==> config.mk <==
export PLATFORM = sky130hd
export DESIGN_NAME = ptr_i2c_target
export DESIGN_NICKNAME = d
export VERILOG_FILES = /design/src/rtl/ptrt_pkg.sv /design/src/rtl/ptrt_line_mon.sv /design/src/rtl/ptrt_shifter.sv /design/src/rtl/ptr_i2c_target.sv
export SDC_FILE = /design/constraint.sdc
export NUM_CORES = 1
export LEC_CHECK = 0
export BUFFER_PORTS_ARGS = -buffer_cell sky130_fd_sc_hd__buf_2
export CAP_MARGIN = 20
export CORE_ASPECT_RATIO = 1.25
export CORE_UTILIZATION = 55
export CTS_CLUSTER_SIZE = 12
export DETAILED_ROUTE_END_ITERATION = 12
export HOLD_SLACK_MARGIN = 0.02
export PLACE_DENSITY = 0.76
export SLEW_MARGIN = 40
export SYNTH_ARGS = -nofsm -noshare
export SYNTH_HDL_FRONTEND = slang
export SYNTH_SLANG_ARGS = --single-unit
export TNS_END_PERCENT = 1
==> constraint.sdc <==
create_clock -name clk -period 1.77 [get_ports clk]
set_clock_uncertainty 0.05 [all_clocks]
set_input_delay 0.0885 -clock clk [delete_from_list [all_inputs] [get_ports clk]]
set_output_delay 0.0885 -clock clk [all_outputs]
set_load 0.02 [all_outputs]
==> src/rtl/ptrt_pkg.sv <==
package ptrt_pkg;

    localparam int BYTE_W = 8;
    localparam int CNT_W  = $clog2(BYTE_W + 1);

    typedef enum logic [3:0] {
        ST_IDLE,
        ST_ADDR,
        ST_ADDR_ACK,
        ST_CMD,
        ST_CMD_ACK,
        ST_WDATA,
        ST_WDATA_ACK,
        ST_RDATA,
        ST_RACK,
        ST_IGNORE
    } tgt_state_e;

endpackage

==> src/rtl/ptrt_line_mon.sv <==
module ptrt_line_mon (
    input  logic clk,
    input  logic rst_n,
    input  logic scl_i,
    input  logic sda_i,
    output logic scl_rise_o,
    output logic scl_fall_o,
    output logic start_o,
    output logic stop_o
);

    logic scl_q;
    logic sda_q;

    always_ff @(posedge clk) begin
        if (!rst_n) begin
            scl_q <= 1'b1;
            sda_q <= 1'b1;
        end else begin
            scl_q <= scl_i;
            sda_q <= sda_i;
        end
    end

    // data edges while clock stays high are bus conditions
    always_comb begin
        scl_rise_o = scl_i & ~scl_q;
        scl_fall_o = ~scl_i & scl_q;
        start_o    = scl_i & scl_q & sda_q & ~sda_i;
        stop_o     = scl_i & scl_q & ~sda_q & sda_i;
    end

endmodule

==> src/rtl/ptrt_shifter.sv <==
module ptrt_shifter #(
    parameter int W  = 8,
    parameter int CW = 4
) (
    input  logic          clk,
    input  logic          rst_n,
    input  logic          clr,
    input  logic          load,
    input  logic          sample,
    input  logic          shift_out,
    input  logic          bit_i,
    input  logic [W-1:0]  load_val,
    output logic [W-1:0]  data_o,
    output logic [CW-1:0] cnt_o
);

    always_ff @(posedge clk) begin
        if (!rst_n) begin
            data_o <= '0;
            cnt_o  <= '0;
        end else if (clr) begin
            cnt_o <= '0;
        end else if (load) begin
            data_o <= load_val;
            cnt_o  <= '0;
        end else if (sample) begin
            data_o <= {data_o[W-2:0], bit_i};
            cnt_o  <= cnt_o + 1'b1;
        end else if (shift_out) begin
            data_o <= {data_o[W-2:0], 1'b1};
            cnt_o  <= cnt_o + 1'b1;
        end
    end

endmodule

==> src/rtl/ptr_i2c_target.sv <==
module ptr_i2c_target
    import ptrt_pkg::*;
#(
    parameter logic [6:0] TGT_ADDR = 7'b1000001,
    parameter int         REG_NUM  = 4,
    localparam int        PTR_W    = $clog2(REG_NUM)
) (
    input  logic              clk,
    input  logic              rst_n,
    input  logic              scl_i,
    input  logic              sda_i,
    output logic              sda_pull_o,
    output logic [PTR_W-1:0]  reg_sel_o,
    output logic              reg_wr_o,
    output logic [BYTE_W-1:0] reg_wdata_o,
    output logic              reg_rd_o,
    input  logic [BYTE_W-1:0] reg_rdata_i
);

    localparam logic [CNT_W-1:0] CNT_FULL = CNT_W'(BYTE_W);
    localparam logic [CNT_W-1:0] CNT_LAST = CNT_W'(BYTE_W - 1);

    tgt_state_e state;
    tgt_state_e nxt;

    logic scl_rise, scl_fall, start_det, stop_det;
    logic sh_clr, sh_load, sh_sample, sh_shift;
    logic [BYTE_W-1:0] sh_data;
    logic [CNT_W-1:0]  sh_cnt;
    logic byte_in_done;
    logic addr_hit;
    logic rw_q;
    logic mack_q;
    logic [PTR_W-1:0] ptr_q;

    ptrt_line_mon u_mon (
        .clk       (clk),
        .rst_n     (rst_n),
        .scl_i     (scl_i),
        .sda_i     (sda_i),
        .scl_rise_o(scl_rise),
        .scl_fall_o(scl_fall),
        .start_o   (start_det),
        .stop_o    (stop_det)
    );

    ptrt_shifter #(.W(BYTE_W), .CW(CNT_W)) u_shift (
        .clk      (clk),
        .rst_n    (rst_n),
        .clr      (sh_clr),
        .load     (sh_load),
        .sample   (sh_sample),
        .shift_out(sh_shift),
        .bit_i    (sda_i),
        .load_val (reg_rdata_i),
        .data_o   (sh_data),
        .cnt_o    (sh_cnt)
    );

    assign byte_in_done = scl_fall && (sh_cnt == CNT_FULL);
    assign addr_hit     = (sh_data[BYTE_W-1:1] == TGT_ADDR);

    // state register
    always_ff @(posedge clk) begin
        if (!rst_n) state <= ST_IDLE;
        else        state <= nxt;
    end

    // transitions
    always_comb begin
        nxt = state;
        if (start_det) begin
            nxt = ST_ADDR;
        end else if (stop_det) begin
            nxt = ST_IDLE;
        end else begin
            unique case (state)
                ST_IDLE:      nxt = ST_IDLE;
                ST_ADDR:      if (byte_in_done) nxt = addr_hit ? ST_ADDR_ACK : ST_IGNORE;
                ST_ADDR_ACK:  if (scl_fall) nxt = rw_q ? ST_RDATA : ST_CMD;
                ST_CMD:       if (byte_in_done) nxt = ST_CMD_ACK;
                ST_CMD_ACK:   if (scl_fall) nxt = ST_WDATA;
                ST_WDATA:     if (byte_in_done) nxt = ST_WDATA_ACK;
                ST_WDATA_ACK: if (scl_fall) nxt = ST_WDATA;
                ST_RDATA:     if (scl_fall && sh_cnt == CNT_LAST) nxt = ST_RACK;
                ST_RACK:      if (scl_fall) nxt = mack_q ? ST_RDATA : ST_IGNORE;
                ST_IGNORE:    nxt = ST_IGNORE;
                default:      nxt = ST_IDLE;
            endcase
        end
    end

    // direction, master acknowledge and pointer
    always_ff @(posedge clk) begin
        if (!rst_n) begin
            rw_q   <= 1'b0;
            mack_q <= 1'b0;
            ptr_q  <= '0;
        end else begin
            if (state == ST_ADDR && byte_in_done) rw_q <= sh_data[0];
            if (state == ST_RACK && scl_rise)     mack_q <= ~sda_i;
            if (state == ST_CMD && byte_in_done && !start_det && !stop_det)
                ptr_q <= sh_data[PTR_W-1:0];
        end
    end

    // outputs and datapath controls
    always_comb begin
        sda_pull_o = 1'b0;
        reg_wr_o   = 1'b0;
        reg_rd_o   = 1'b0;
        sh_clr     = start_det;
        sh_load    = 1'b0;
        sh_sample  = 1'b0;
        sh_shift   = 1'b0;
        unique case (state)
            ST_IDLE, ST_IGNORE: ;
            ST_ADDR, ST_CMD: begin
                sh_sample = scl_rise && (sh_cnt < CNT_FULL);
            end
            ST_WDATA: begin
                sh_sample = scl_rise && (sh_cnt < CNT_FULL);
                reg_wr_o  = byte_in_done && !stop_det && !start_det;
            end
            ST_ADDR_ACK: begin
                sda_pull_o = 1'b1;
                if (scl_fall) begin
                    sh_load  = rw_q;
                    reg_rd_o = rw_q;
                    sh_clr   = sh_clr | ~rw_q;
                end
            end
            ST_CMD_ACK, ST_WDATA_ACK: begin
                sda_pull_o = 1'b1;
                sh_clr     = sh_clr | scl_fall;
            end
            ST_RDATA: begin
                sda_pull_o = ~sh_data[BYTE_W-1];
                sh_shift   = scl_fall && (sh_cnt < CNT_LAST);
            end
            ST_RACK: begin
                sh_load  = scl_fall && mack_q;
                reg_rd_o = scl_fall && mack_q;
            end
            default: ;
        endcase
    end

    assign reg_sel_o   = ptr_q;
    assign reg_wdata_o = sh_data;

endmodule

[Word level (Yosys, flattened, before mapping)]
Cells that the tools add are included.
Storage, ports and cells
  bits in registers: 22
  output and inout bits: 13
  logic and storage cells: 105
Cells by class
  add/subtract/negate cells: 1
  order comparisons: 2
  equal/unequal tests: 26
  muxes and demuxes: 26
  bitwise gates (word level): 17
  reductions and logical operators: 24
Operators by type and width (number)
  $mux 4: 11
  $pmux 4 s8: 1
  $mux 8: 3
  $ne 4x4->1 const B: 6
  $eq 4x3->1 const B: 5
  $reduce_and 7->1: 2
  $eq 4x4->1 const B: 3
  $logic_and 1x1->1: 12
  $ne 2x2->1 const B: 6
  $reduce_or 3->1: 4
  $eq 4x2->1 const B: 2
  $not 1->1: 8
  $and 1x1->1: 7
  $eq 7x7->1 const B: 1
  $mux 1: 7
  $pmux 1 s2: 3
  $add 4x1->4 const B: 1
  $eq 4x1->1 const B: 1
  $lt 4x3->1 const B: 1
  $lt 4x4->1 const B: 1
  $ne 4x1->1 const B: 1
  $mux 3: 1
  $reduce_bool 3->1: 1
  $logic_not 1->1: 2
  other kinds (5): 6

[Depth between registers and ports, before layout]
  depth after elaboration: 8
  mapped depth: 8

[Modules after synthesis]
A second synthesis with hierarchy kept.
Unflattened totals
  cells, all modules: 169
  area total of the unflattened synthesis: 1371.3 µm²
By module, submodules not included
  ptr_i2c_target: times used 1, cells each 96, area each 689.4 µm², seq. area each 160.2 µm²
  ptrt_shifter: times used 1, cells each 65, area each 596.8 µm², seq. area each 240.2 µm²
  ptrt_line_mon: times used 1, cells each 8, area each 85.1 µm², seq. area each 40.0 µm²

[Worst setup path after synthesis]
Ideal clock, no wire load.
  path kind: flip-flop to flip-flop
  start point: reg state[3]
  end point: reg u_shift.data_o[4]
  setup time: 126 ps
  arrival: 1486 ps
  required time: 1594 ps
  slack: 107 ps
  stages on the path, launching flop included: 9
  buffers on the path: 3
  period minus slack after synthesis: 1663 ps
  cell sequence: dfxtp_1 > buf_2 > nand3b_1 > a2111o_1 > buf_4 > inv_2 > buf_4 > a211o_1 > o211ai_1
On the way
  elaborated cells on any way between the ends: 19
RTL lines
  from (decl): line ptr_i2c_target.sv:23  | tgt_state_e state;
  from (signal assigned): line ptr_i2c_target.sv:66  | else state <= nxt;
  $eq 4x4->1 or $eq 4x2->1 (tied branches)
  $pmux 1 s2 *
  via reg_rd_o: line ptr_i2c_target.sv:16  | output logic reg_rd_o,
  $reduce_bool 3->1 (no source line)
  $reduce_and 2->1 (no source line)
  to (signal assigned): line ptrt_shifter.sv:24  | data_o <= load_val;
  to (signal assigned): line ptrt_shifter.sv:27  | data_o <= {data_o[W-2:0], bit_i};
  to (signal assigned): line ptrt_shifter.sv:30  | data_o <= {data_o[W-2:0], 1'b1};
  to (decl): line ptrt_shifter.sv:13  | output logic [W-1:0] data_o,
The timed path passes the listed nets; every way through them passes the cells marked *.
A chain may end at the register's enable or synchronous reset.

[Final worst setup path]
  start point: reg state[1]
  end point: out reg_rd_o
On the way
  longest elaborated chain between the ends: 2
  elaborated cells on any way between the ends: 3
RTL lines
  $eq 4x4->1 or $eq 4x2->1 (tied branches): line ptr_i2c_target.sv:116  | unique case (state)
  $pmux 1 s2 *: line ptr_i2c_target.sv:116
  to (decl): line ptr_i2c_target.sv:16
Mark *: on every way between the ends. The rest lies on a longest branch, timed or not.

==> run summary <==
xor and xnor area share after synthesis -> 0.00630
sequential cell area fraction in the yosys report -> 0.317
wire per inst -> 16.9 um
clk root buf -> clkbuf_4
ys async rst share -> 0
Pins Over Slew Limit -> 0
Synth Flop Type -> dfxtp_1
failing checks -> negative setup slack
Post-Synth Adder-Cell Area -> 0.0180
Initial Utilization -> 0.579
Initial DRT Pass Iterations -> 5
H-tree Lvls -> 1
Worst slew margin -> 0.650
endpoints failing hold -> 0
row cnt -> 20
pwr dens -> 627 mW/mm^2
fraction of layout cells with a size suffix above 1 -> 0.302
final worst slack -> -0.0145 ns
antenna violations before repair -> 0
CP Max Fanout -> 10
Critical Path Sink -> reg_rd_o
clock latency at the later pin of the worst-skew pair -> 0.31 ns
max_cap viols -> 0
final non-filler cell total -> 248
Synth Area in Compound Gates -> 0.247
share of the synthesized area in the top cell type -> 0.317
Post-DRT Antenna Nets -> 0
Filler cells -> 183
total power -> 1160 uW
main combinational cell family by area after synthesis -> simple AND/OR/NAND/NOR gates
DP Cell Count -> 233
RSZ-0062 raised after global routing -> true
synth top area cells -> dfxtp_1, nand3_1, o211ai_1
maximum root-to-sink buffer count -> 2
status -> finished with violations
flop2flop setup slack -> 0 ns
Peak VDD IR -> 0.448 mV
Worst EP arrival -> 1.65 ns
Leak -> 0.000756 uW
CP endpoint kind -> output port
Synth Area in Simple Gates -> 0.332
Reg clk slew, reported paths -> 0.13 ns
post-route cell area -> 0.00184 mm^2
drc violations -> 0
classification of the worst setup path -> reg2out
Post-Synthesis Cells -> 166
Critical path origin -> state[1]
die area -> 0.00273 mm^2
GR Overflow Total -> 0
top post-synthesis cells by count -> dfxtp_1, nand3_1, nand2_1, nor2_1, o211ai_1
Horiz. Die Dim -> 47.0 um
GRT Util Overall -> 0.343
number of global-route vias before repair -> 1506
Yosys top cell by area -> dfxtp_1
Starting DRT DRC Count -> 95
IO Count -> 25
hold path cells -> 3
Setup TNS -> -0.0181 ns
clock sink count -> 22
Yosys Warn Count -> 0
CTS buffer count -> 3
drt via density -> 6.28
Die Ht -> 58.2 um
DRT Wirelength -> 4200 um
top-count cell post-synth -> dfxtp_1
r2r startpoint -> u_shift.cnt_o[0]
worst-margin pin slew -> 0.522 ns
post-synthesis mux area share -> 0.0288
FMAX -> 0.560 GHz
Final Setup Violations -> 2
post-layout min period -> 1.78 ns
Nets -> 230
Critical Path RT -> 1.63 ns
number of synthesized flops with an enable pin -> 0
CP Launch Type -> register
Final HPWL DP -> 2960 um
Post-DP Area -> 0.00166 mm^2
synthesis-stage register bit count -> 22
period utilisation layout -> 1.01
distinct cell type count after synthesis -> 58
CTS tree -> done
global-route wire length before repair -> 6760 um
mapped cell area -> 0.00139 mm^2
synthesized area per cell -> 8.37 um^2
reg2reg path depth -> 5
HP Class -> in2reg
P&R area growth vs syn -> 32.7%
PortBufs -> 24
GPL Wtd Cong -> 0.961
largest net degree at the start of global routing -> 22
ant diodes -> 0
Final Util -> 0.768
Reg-to-Reg End -> u_shift.data_o[1]
Mapped Nets -> 180
Core Area -> 0.00240 mm^2
total number of vias -> 1558
worst min path at each step:
stage | start | endpoint | slack (ns)
after CTS | rst_n | reg_sel_o[0] | 0.05
after detailed placement | reg_rdata_i[0] | u_shift.data_o[0] | 0.28
after global placement | reg_rdata_i[0] | u_shift.data_o[0] | 0.27
final | rst_n | reg_sel_o[0] | 0.06
after global routing | rst_n | rw_q | 0.08
after floorplan | scl_i | u_mon.scl_q | 0.14
stage by stage:
step           worst slack, ns  hold slack, ns
2_1_floorplan            0.107           0.140
3_3_place_gp            0.0696           0.269
3_5_place_dp            0.0435           0.277
4_1_cts                -0.0416          0.0545
5_1_grt                -0.0737          0.0838
6_report               -0.0145          0.0584
layout make-up:
cell class,instances,area [um^2],area share
clock buffer,4,36.3,0.0197
timing repair buffer,56,398,0.216
multi-input combinational,128,898,0.487
inverter,5,18.8,0.0102
sequential,22,452,0.245
tap,33,41.3,0.0224
flip-flops by register name, indices dropped and copies added, names as in the netlist:
signal,flops
reg_sel_o,2
state,4
mack_q,1
u_mon.scl_q,1
u_shift.data_o,8
rw_q,1
u_mon.sda_q,1
u_shift.cnt_o,4
cells in the final DEF, fill, tap and decap left out, types with 3 or more instances in the layout:
cell type | Yosys | layout
mux2i_1 | 4 | 4
nor2b_1 | 4 | 4
dfxtp_1 | 22 | 17
nand2_1 | 10 | 9
nand3_1 | 16 | 16
nand3b_1 | 3 | 3
o211ai_1 | 7 | 7
buf_2 | 3 | 22
buf_4 | 2 | 22
o21ai_0 | 3 | 3
clkbuf_4 | 0 | 3
nor3_1 | 3 | 3
nor2_1 | 10 | 10
a21oi_1 | 5 | 5
dlygate4sd3_1 | 0 | 10
dfxtp_2 | 0 | 3
inv_1 | 4 | 4
nand2b_1 | 4 | 4
or4_1 | 4 | 4
timing repair:
action                                  4_1_cts  5_1_grt
hold buffers                                 10        0
resized for setup                             8        7
pin swaps                                     0        0
hold endpoints to repair                     11        0
endpoints found under the setup margin        3       15
buffers inserted                              1        0
kinds of logic after synthesis:
family,count (synthesis)
xor+xnor,1
flops,22
simple gates,77
mux,4
compound gates,44
fa+ha+maj,2
buf+inv,16
worst max-delay path, stage by stage (launching register included):
cell,delay [ns]
dfxtp_4,0.40
nand3b_1,0.16
a2111o_1,0.46
inv_2,0.09
buf_6,0.11
buf_6,0.11
report_power, final:
part           switching (uW)  internal (uW)  total [uW]
sequential               32.6            513         546
clock                     162            126         287
combinational             164            159         323
total                     358            798        1160
routing by layer:
metal | share of wire | track usage | vias to the layer above | wire length, um
li1 | - | - | 739 | -
met5 | 0 | 0 | - | 0
met4 | 0.031 | 0.155 | 0 | 131
met2 | 0.55 | 0.627 | 67 | 2310
met1 | 0.37 | 0.380 | 740 | 1570
met3 | 0.044 | 0.0312 | 12 | 186
(Power assumes the default switching activity.)
